===== src/rtl/rr_idx_decoder.sv =====
module rr_idx_decoder #(
  parameter int N = 4,
  localparam int W = (N > 1) ? $clog2(N) : 1
) (
  input  logic         en,
  input  logic [W-1:0] idx,
  output logic [N-1:0] onehot
);
  for (genvar i = 0; i < N; i++) begin : g_line
    assign onehot[i] = en && (idx == W'(i));
  end
endmodule


===== src/rtl/rr_onehot_encoder.sv =====
module rr_onehot_encoder #(
  parameter int N = 4,
  localparam int W = (N > 1) ? $clog2(N) : 1
) (
  input  logic [N-1:0] onehot,
  output logic [W-1:0] idx
);
  always_comb begin
    idx = '0;
    for (int i = 0; i < N; i++) begin
      if (onehot[i]) idx = idx | W'(i);
    end
  end
endmodule


===== src/rtl/rr_offer_ring.sv =====
module rr_offer_ring #(
  parameter int N = 4,
  localparam int W = (N > 1) ? $clog2(N) : 1
) (
  input  logic         clk,
  input  logic         rst,
  input  logic         hold,
  input  logic         reload,
  input  logic [W-1:0] reload_idx,
  output logic [W-1:0] ptr
);
  logic [W-1:0] ptr_q;
  logic [W-1:0] ptr_d;

  always_comb begin
    if (hold)        ptr_d = ptr_q;
    else if (reload) ptr_d = W'(reload_idx + 1'b1);
    else             ptr_d = W'(ptr_q + 1'b1);
  end

  always_ff @(posedge clk) begin
    if (rst) ptr_q <= '0;
    else     ptr_q <= ptr_d;
  end

  assign ptr = ptr_q;

  // reset lands the pointer on device 0
  p_ptr_reset_r1: assert property (@(posedge clk) rst |=> (ptr_q == '0));
  // an accepted offer keeps the pointer in place
  p_hold_ptr_r4: assert property (@(posedge clk) disable iff (rst)
    hold |=> (ptr_q == $past(ptr_q)));
endmodule


===== src/rtl/rr_pass_arbiter.sv =====
module rr_pass_arbiter #(
  parameter int N = 4,
  localparam int W = (N > 1) ? $clog2(N) : 1
) (
  input  logic         clk,
  input  logic         rst,
  input  logic [N-1:0] req_i,
  output logic [N-1:0] gnt_o,
  output logic         busy_o
);
  logic [W-1:0] ptr;
  logic [W-1:0] owner_idx;
  logic [W-1:0] owner_q;
  logic         owned_q;
  logic [N-1:0] gnt;
  logic         busy;
  logic         release_now;

  rr_idx_decoder #(.N(N)) u_dec (
    .en     (!rst),
    .idx    (ptr),
    .onehot (gnt)
  );

  rr_onehot_encoder #(.N(N)) u_enc (
    .onehot (gnt & req_i),
    .idx    (owner_idx)
  );

  assign busy        = |(gnt & req_i);
  assign release_now = owned_q && !busy;

  always_ff @(posedge clk) begin
    if (rst) begin
      owned_q <= 1'b0;
      owner_q <= '0;
    end else begin
      owned_q <= busy;
      if (busy) owner_q <= owner_idx;
    end
  end

  rr_offer_ring #(.N(N)) u_ring (
    .clk        (clk),
    .rst        (rst),
    .hold       (busy),
    .reload     (release_now),
    .reload_idx (owner_q),
    .ptr        (ptr)
  );

  assign gnt_o  = gnt;
  assign busy_o = busy;

  // nothing granted while in reset
  p_no_grant_in_reset_r1: assert property (@(posedge clk) rst |-> (gnt_o == '0 && !busy_o));
  // a single offer outside reset
  p_single_offer_r2: assert property (@(posedge clk) disable iff (rst)
    $countones(gnt_o) == 1);
  // an unused offer moves one step round the ring
  p_pass_on_r3: assert property (@(posedge clk) disable iff (rst)
    (!busy_o && !owned_q) |=> (gnt_o == {$past(gnt_o[N-2:0]), $past(gnt_o[N-1])}));
  // the owner keeps the grant while requesting
  p_owner_keeps_r5: assert property (@(posedge clk) disable iff (rst)
    busy_o |=> $stable(gnt_o));
  // after release the offer starts at the device after the owner
  p_next_after_owner_r6: assert property (@(posedge clk) disable iff (rst)
    release_now |=> (ptr == W'($past(owner_q) + 1'b1)));
  // busy means the granted device is requesting
  p_busy_match_r8: assert property (@(posedge clk) disable iff (rst)
    busy_o |-> ($countones(gnt_o & req_i) == 1));
endmodule


===== config.mk =====
export PLATFORM = sky130hd
export DESIGN_NAME = rr_pass_arbiter
export DESIGN_NICKNAME = d
export VERILOG_FILES = /design/src/rtl/rr_idx_decoder.sv /design/src/rtl/rr_onehot_encoder.sv /design/src/rtl/rr_offer_ring.sv /design/src/rtl/rr_pass_arbiter.sv
export SDC_FILE = /design/constraint.sdc
export NUM_CORES = 1
export LEC_CHECK = 0
export BUFFER_PORTS_ARGS = -buffer_cell sky130_fd_sc_hd__buf_2
export CORE_AREA = 2 2 39 41
export CTS_BUF_LIST = sky130_fd_sc_hd__clkbuf_16
export DETAILED_ROUTE_END_ITERATION = 6
export DIE_AREA = 0 0 41 43
export GPL_TIMING_DRIVEN = 0
export HOLD_SLACK_MARGIN = 0.02
export PLACE_DENSITY_LB_ADDON = 0.12
export SKIP_CTS_REPAIR_TIMING = 1
export SLEW_MARGIN = 20
export SYNTH_ARGS = -nofsm -noshare
export SYNTH_HDL_FRONTEND = slang
export SYNTH_SLANG_ARGS = --single-unit

===== constraint.sdc =====
create_clock -name clk -period 1.3 [get_ports clk]
set_input_delay 0.065 -clock clk [delete_from_list [all_inputs] [get_ports clk]]
set_output_delay 0.065 -clock clk [all_outputs]
set_load 0.02 [all_outputs]

[Yosys cells after proc, flatten, opt, wreduce, memory -nomap -nowiden]
Cells that the tools add are included.
Word-level totals
  register bits after elaboration: 5
  input port bits: 6
  output and inout bits: 5
  word-level logic and storage cells: 22
Cells by class
  add/sub/neg operators: 2
  equality and inequality tests: 3
  mux-type cells: 4
  bitwise operators: 1
  reductions and logical operators: 9
Operators with widths (count)
  2-bit 2-to-1 mux: 3
  1-bit logical AND: 5
  2-bit by 1-bit adder with 2-bit output (second input constant): 2
  4-bit AND: 1
  2-bit == test (second input constant): 2
  4-bit OR reduction: 1
  2-bit by 1-bit == test with 1-bit output (second input constant): 1
  1-bit logical NOT: 2
  2-bit logical NOT: 1
  1-bit 2-to-1 mux: 1

[Longest topological paths before layout]
Gate-level depths: netlist of run 1.
  word-level depth: 7
  depth in mapped cells: 4
  depth with buffers taken out: 3

[Modules after synthesis]
Synthesis of run 1 repeated with hierarchy kept, for this count alone.
Unflattened totals
  cells, all modules: 42
  area total of the unflattened synthesis: 327.8 µm²
Modules (own cells, without submodules)
  rr_pass_arbiter: instances 1, cells an instance 23, area each 165.2 µm², sequential area each 60.1 µm²
  rr_offer_ring: instances 1, cells an instance 13, area each 112.6 µm², sequential area each 40.0 µm²
  rr_idx_decoder: instances 1, cells an instance 4, area each 37.5 µm², sequential area each 0.0 µm²
  rr_onehot_encoder: instances 1, cells an instance 2, area each 12.5 µm², sequential area each 0.0 µm²

[Least setup slack after synthesis of run 1]
OpenSTA, ideal clock, no wires.
  path kind: register to register
  start point: reg u_ring.ptr_q[1] (netlist: u_ring.ptr[1])
  end point: reg u_ring.ptr_q[1] (netlist: u_ring.ptr[1])
  library setup time: 0.115 ns
  data arrival time: 1.099 ns
  required time: 1.185 ns
  slack: 0.086 ns
  cell stages (with the launch flop): 5
  path buffers: 1
  period minus slack after synthesis: 1.214 ns
  path through: dfxtp_1 -> buf_6 -> mux2_4 -> o2bb2ai_2 -> o21a_1
On the way
  word-level cells in the longest chain between the ends: 7
  elaborated cells between the ends (all ways): 14
  classes of those cells: add/sub: 1; eq/ne: 3; mux: 1; bitwise: 1; reduce/logical: 8
RTL lines
  start: declaration: line rr_offer_ring.sv:12  | logic [W-1:0] ptr_q;
  start signal: assignment: line rr_offer_ring.sv:23  | else ptr_q <= ptr_d;
  2-bit by 1-bit == test with 1-bit output (tied with other cells): line rr_idx_decoder.sv:10  | assign onehot[i] = en && (idx == W'(i));
  1-bit logical AND: line rr_idx_decoder.sv:10
  4-bit AND (*): line rr_pass_arbiter.sv:30  | assign busy = |(gnt & req_i);
  4-bit OR reduction (*): line rr_pass_arbiter.sv:30
  via busy_o: line rr_pass_arbiter.sv:9  | output logic busy_o
  1-bit logical NOT: line rr_pass_arbiter.sv:31  | assign release_now = owned_q && !busy;
  1-bit logical AND: line rr_pass_arbiter.sv:31
  2-bit 2-to-1 mux: line rr_offer_ring.sv:17  | else if (reload) ptr_d = W'(reload_idx + 1'b1);
Mark *: on every way through the listed nets, which the timed path passes. The rest lies on a longest branch.
A chain may end at the register's enable or synchronous reset.

[Worst setup path after layout of run 1]
  start point: reg u_ring.ptr_q[1] (netlist: u_ring.ptr[1])
  end point: out busy_o
On the way
  word-level cells in the longest chain between the ends: 4
  elaborated cells between the ends (all ways): 10
  classes of those cells: eq/ne: 3; bitwise: 1; reduce/logical: 6
RTL lines (line)
  2-bit by 1-bit == test with 1-bit output (tied with other cells): rr_idx_decoder.sv:10
  1-bit logical AND: rr_idx_decoder.sv:10
  4-bit AND (*): rr_pass_arbiter.sv:30
  4-bit OR reduction (*): rr_pass_arbiter.sv:30
  end: declaration: rr_pass_arbiter.sv:9
Mark *: on every way between the ends. The rest lies on a longest branch, timed or not.

==> results.toml, run 1 <==
[clock_tree]
root_buffer = "clkbuf_16"
clock_latency_ns = 0.23
cts_buffers = 3
cts_max_path_buffers = 2
cts_tree = "built"
clkTransAtPathRegs_ns = 0.03
h-tree-depth = 1
clock_sinks = 5

[placed_design]
post-place-cells = 59
port_buffers = 10
dp_hpwl_um = 553
dpl_cell_area_um2 = 390
finalWeightedCongestion = 0.671

[critical_path]
critPathMaxFanout = 6
crit-reg2reg-capture = "u_ring.ptr[1]$_SDFFE_PP0N_"
r2r_start = "u_ring.ptr[1]$_SDFFE_PP0N_"
critPathArrivalTime_ns = 1.27
reg2regPathDepth = 4
worstSetupPathType = "reg -> out"
startpoint_type = "flip-flop"
r2r_slack_ns = 0.09
worstPathRequired_ns = 1.24
worstSetupEndpointType = "output pin"
startpoint = "u_ring.ptr[1]$_SDFFE_PP0N_"

[routing]
firstDrtPassIters = 2
viasPerCell = 4.56
vias = 292
drtIter0Drc = 6
drc_errors = 0
drt_wl_total_um = 776
post_drt_wl_per_cell_um = 12.1
ant_nets = 0

[timing]
finalCritPeriodShare = 1.02
min_period_ns = 1.33
setup_ws_ns = -0.0306
fin_skew_ns = 0.000739
hold_viol = 0
clock.fmax_ghz = 0.752
setup_viol = 1
rsz0062_at_grt = "true"
finalMaxSlewViolations = 0
slew_headroom = 0.836
worst_pin_slew_ns = 0.241

[final_layout]
nets = 55
drive_above_1_share = 0.500
stdcell_count = 64
ff_latch_area_um2 = 105
post-route-util = 0.373
multi_input_area_um2 = 221
synthToLayoutAreaGrowth_pct = 61.3
n_antenna_cell = 0
design_area_um2 = 517
fill_cells = 148

[die]
fp.coreArea_um2 = 1380
die_area_um2 = 1760
ioPinCount = 11
initial_utilization = 0.231
row_count = 14
die_h_um = 43
dieWidth_um = 41

[yosys]
ys_ff_latch = 5
synth_top_area_frac = 0.313
synth.distinct_cells = 23
syn-instance-count = 33
synthTopCellsByArea = "dfxtp_1 (31%), mux2_2 (7.0%), mux2i_1 (6.3%)"
seq_area_frac_synth = 0.313
syn-mean-instance-area_um2 = 9.71
ys_warn_count = 0
netlist_area_um2 = 320
syn_nets = 39
yosysTopAreaCell = "dfxtp_1"

[global_route]
grt_max_degree = 8
gr-total-overflow = 0
antenna_found_initial = 0
grt_pass1_wl_um = 1200
first_global_vias = 290
grt_use_total = 0.108

[power_and_ir_drop]
ir_worst_vdd_mv = 0.522
powerDensity_nw_per_um2 = 1730
power.total_mw = 0.894
p_leak_nw = 0.217

[run]
maxCapViolCount = 0

[outcome]
violations = "negative setup slack"
status = "complete, but fails checks"

[min_path]
hp-class = "in -> reg"
min_path_cells = 2
whs_endpoint = "u_ring.ptr[0]$_SDFFE_PP0N_"
min_from = "rst"
-- placed cells by master (no fill, tap or decap) --
cell	synthesis	routed
nand2b_1	1	1
o21ai_1	1	1
and2b_1	1	1
o21a_1	1	1
and2_1	1	1
mux2i_4	0	1
o2bb2ai_1	1	1
buf_2	1	7
o2bb2ai_4	0	1
buf_6	1	2
inv_1	1	2
a211oi_1	1	1
xnor2_1	2	2
a21oi_1	2	2
nand2_1	1	1
mux2_2	2	2
buf_4	0	4
dfxtp_4	0	1
and2_2	1	1
dfxtp_1	5	3
o32ai_1	1	1
mux2i_1	2	2
mux2_4	1	1
or2_0	1	1
nor2_1	3	3
clkbuf_16	0	3
dfxtp_2	0	1
-- through the flow --
stage	hold WS (ns)	setup TNS [ns]	setup WS, ns
6_report	0.0900	-0.0306	-0.0306
5_1_grt	0.109	-0.0832	-0.0581
4_1_cts	0.0892	-0.151	-0.128
3_5_place_dp	0.323	0	0.111
3_3_place_gp	0.311	0	0.109
2_1_floorplan	0.134	0	0.0862
-- where the power goes --
group	switching [mW]	internal, mW
combinational	0.0982	0.110
clock	0.0948	0.398
sequential	0.0185	0.175
-- worst max path at each step --
stage	end
finish	busy_o
global route	busy_o
CTS	busy_o
detailed placement	u_ring.ptr[1]$_SDFFE_PP0N_
global placement	u_ring.ptr[1]$_SDFFE_PP0N_
floorplan	u_ring.ptr[1]$_SDFFE_PP0N_
-- registers in the layout, summed over array words and instances, names as in the netlist --
name and flops:
owner_q 2, u_ring.ptr 2, owned_q 1
-- area by class of cell --
| class | instances | area share |
|---|---|---|
| Multi-Input combinational cell | 25 | 0.429 |
| Clock buffer | 3 | 0.145 |
| Sequential cell | 5 | 0.203 |
| Tap cell | 16 | 0.0387 |
| Buffer | 2 | 0.0363 |
| Inverter | 1 | 0.00726 |
| Timing Repair Buffer | 11 | 0.133 |
| Clock inverter | 1 | 0.00726 |
-- synthesized netlist by cell type --
cell type,number
dfxtp_1,5
nor2_1,3
a21oi_1,2
mux2_2,2
mux2i_1,2
xnor2_1,2
a211oi_1,1
and2_1,1
and2_2,1
and2b_1,1
buf_2,1
buf_6,1
inv_1,1
mux2_4,1
mux2i_2,1
nand2_1,1
nand2b_1,1
o21a_1,1
o21ai_1,1
o2bb2ai_1,1
o2bb2ai_2,1
o32ai_1,1
or2_0,1
-- worst max-delay path, stage by stage, from the launching register on --
cell       delay (ns)
dfxtp_2          0.31
buf_6            0.12
mux2_4           0.33
o2bb2ai_4        0.14
buf_6            0.14
-- per-layer routing --
layer,track usage,up-vias,routed length (um)
met1,0.119,135,357
li1,-,148,-
met3,0.0314,0,23
met4,0.100,0,0
met5,0,-,0
met2,0.153,9,395
-- cells by family (layout without fill, tap and decap cells) --
logic type,Yosys count,in the layout,synth area share
DFF,5,5,0.313
AOI/OAI and AO/OA,8,8,0.195
and+or+nand+nor,9,9,0.152
xor gates and xnor gates,2,2,0.0547
buffers and inverters,3,18,0.0625
muxes,6,6,0.223
Power figures use the tool's default switching activity.
==> run 2: changes to the inputs <==
--- a/config.mk
+++ b/config.mk
@@ -6,12 +6,13 @@
 export NUM_CORES = 1
 export LEC_CHECK = 0
 export BUFFER_PORTS_ARGS = -buffer_cell sky130_fd_sc_hd__buf_2
-export CORE_AREA = 2 2 39 41
+export CAP_MARGIN = 20
+export CORE_AREA = 8 8 45 47
 export CTS_BUF_LIST = sky130_fd_sc_hd__clkbuf_16
 export DETAILED_ROUTE_END_ITERATION = 6
-export DIE_AREA = 0 0 41 43
+export DIE_AREA = 0 0 53 55
 export GPL_TIMING_DRIVEN = 0
-export HOLD_SLACK_MARGIN = 0.02
+export HOLD_SLACK_MARGIN = 0.1
 export PLACE_DENSITY_LB_ADDON = 0.12
 export SKIP_CTS_REPAIR_TIMING = 1
 export SLEW_MARGIN = 20
==> run 2 against run 1 <==
Net effect: the run still ends with negative setup slack left; sequential share of layout area shrank 1.8 points; worst hold slack lost 0.0026 ns; power grew 4.6%; clock-buffer cell count is the same; combinational power grew 22%.
==> results.toml, run 2 (synthesis results as in run 1) <==
[global_route]
first_global_vias = 339
gr-total-overflow = 0
grt_max_degree = 8
grt_pass1_wl_um = 1390
antenna_found_initial = 0
grt_use_total = 0.0711

[critical_path]
r2r_slack_ns = 0.02
startpoint_type = "flip-flop"
r2r_start = "u_ring.ptr[1]$_SDFFE_PP0N_"
startpoint = "u_ring.ptr[1]$_SDFFE_PP0N_"
critPathMaxFanout = 5
critPathArrivalTime_ns = 1.26
crit-reg2reg-capture = "u_ring.ptr[1]$_SDFFE_PP0N_"
worstPathRequired_ns = 1.24
worstSetupEndpointType = "output pin"
worstSetupPathType = "reg -> out"
reg2regPathDepth = 5

[routing]
drt_wl_total_um = 850
post_drt_wl_per_cell_um = 12.1
drc_errors = 0
drtIter0Drc = 14
viasPerCell = 4.50
firstDrtPassIters = 2
vias = 315
ant_nets = 0

[final_layout]
nets = 61
drive_above_1_share = 0.574
n_antenna_cell = 0
ff_latch_area_um2 = 105
synthToLayoutAreaGrowth_pct = 77.3
design_area_um2 = 568
final_common_cell = "buf_4"
multi_input_area_um2 = 224
stdcell_count = 70
mostFrequentLayoutCells = "buf_4 (9), buf_2 (7), buf_6 (3), clkbuf_16 (3), dfxtp_1 (3)"
fill_cells = 133

[min_path]
min_path_cells = 2
min_from = "rst"
hp-class = "in -> reg"
whs_endpoint = "u_ring.ptr[0]$_SDFFE_PP0N_"

[placed_design]
finalWeightedCongestion = 0.671
dpl_cell_area_um2 = 390
dp_slack_ns = 0.108
port_buffers = 10
dp_hpwl_um = 597
post-place-cells = 59

[timing]
clock.fmax_ghz = 0.756
hold_viol = 0
slew_headroom = 0.836
worst_pin_slew_ns = 0.241
holdWs_ns = 0.0874
min_period_ns = 1.32
fin_skew_ns = 0.00134
finalCritPeriodShare = 1.02
setup_tns_ns = -0.0227
setup_ws_ns = -0.0227
setup_viol = 1
finalMaxSlewViolations = 0
rsz0062_at_grt = "true"

[die]
die_h_um = 55
ioPinCount = 11
fp.coreArea_um2 = 1380
row_count = 14
dieWidth_um = 53
initial_utilization = 0.231
die_area_um2 = 2920

[outcome]
status = "complete, but fails checks"
violations = "negative setup slack"

[run]
maxCapViolCount = 0

[clock_tree]
clock_latency_ns = 0.23
cts_max_path_buffers = 2
cts_buffers = 3
clkTransAtPathRegs_ns = 0.03
cts_tree = "built"
clock_sinks = 5
root_buffer = "clkbuf_16"
h-tree-depth = 1

[power_and_ir_drop]
ir_worst_vdd_mv = 0.732
p_leak_nw = 0.248
powerDensity_nw_per_um2 = 1650
[run 2: per-stage QoR]
stage / utilization / power, mW
after global placement: 0.282 / 0.365
final: 0.410 / 0.936
after CTS: 0.339 / 0.866
after detailed placement: 0.282 / 0.366
after global routing: 0.410 / 0.978
after floorplan: - / 0.321
[run 2: where the power goes]
group / switching, mW / internal (mW) / leakage (nW)
Sequential: 0.0146 / 0.175 / 0.0421
Clock: 0.0952 / 0.398 / 0.0423
Combinational: 0.112 / 0.141 / 0.163
Total: 0.221 / 0.714 / 0.248
[run 2: layout make-up]
type                       count  share of cell area
tap                           16              0.0352
clock inverter                 1             0.00661
timing repair buffer          17               0.207
clock buffer                   3               0.132
sequential                     5               0.185
multi-input combinational     25               0.394
inverter                       1             0.00661
buffer                         2              0.0330
[run 2: worst max-delay path by stage]
stage                     slack (ns)  cells after the start                    endpoint
after floorplan                 0.09                      4  u_ring.ptr[1]$_SDFFE_PP0N_
after global placement          0.12                      4  u_ring.ptr[1]$_SDFFE_PP0N_
after detailed placement        0.11                      4  u_ring.ptr[1]$_SDFFE_PP0N_
after CTS                      -0.12                      4                      busy_o
after global routing           -0.05                      4                      busy_o
final                          -0.02                      4                      busy_o
[run 2: critical path: stages (launching register included)]
cell	delay [ns]
dfxtp_2	0.31
buf_6	0.12
mux2_4	0.32
o2bb2ai_4	0.15
buf_6	0.13
[run 2: routing by layer]
layer | vias up | global-route usage | share of wire | wire length, um
met5 | - | 0 | 0 | 0
met4 | 0 | 0.112 | 0.026 | 22
met3 | 2 | 0.0321 | 0.038 | 32
met2 | 11 | 0.0898 | 0.44 | 371
met1 | 143 | 0.0700 | 0.50 | 423
li1 | 159 | - | - | -
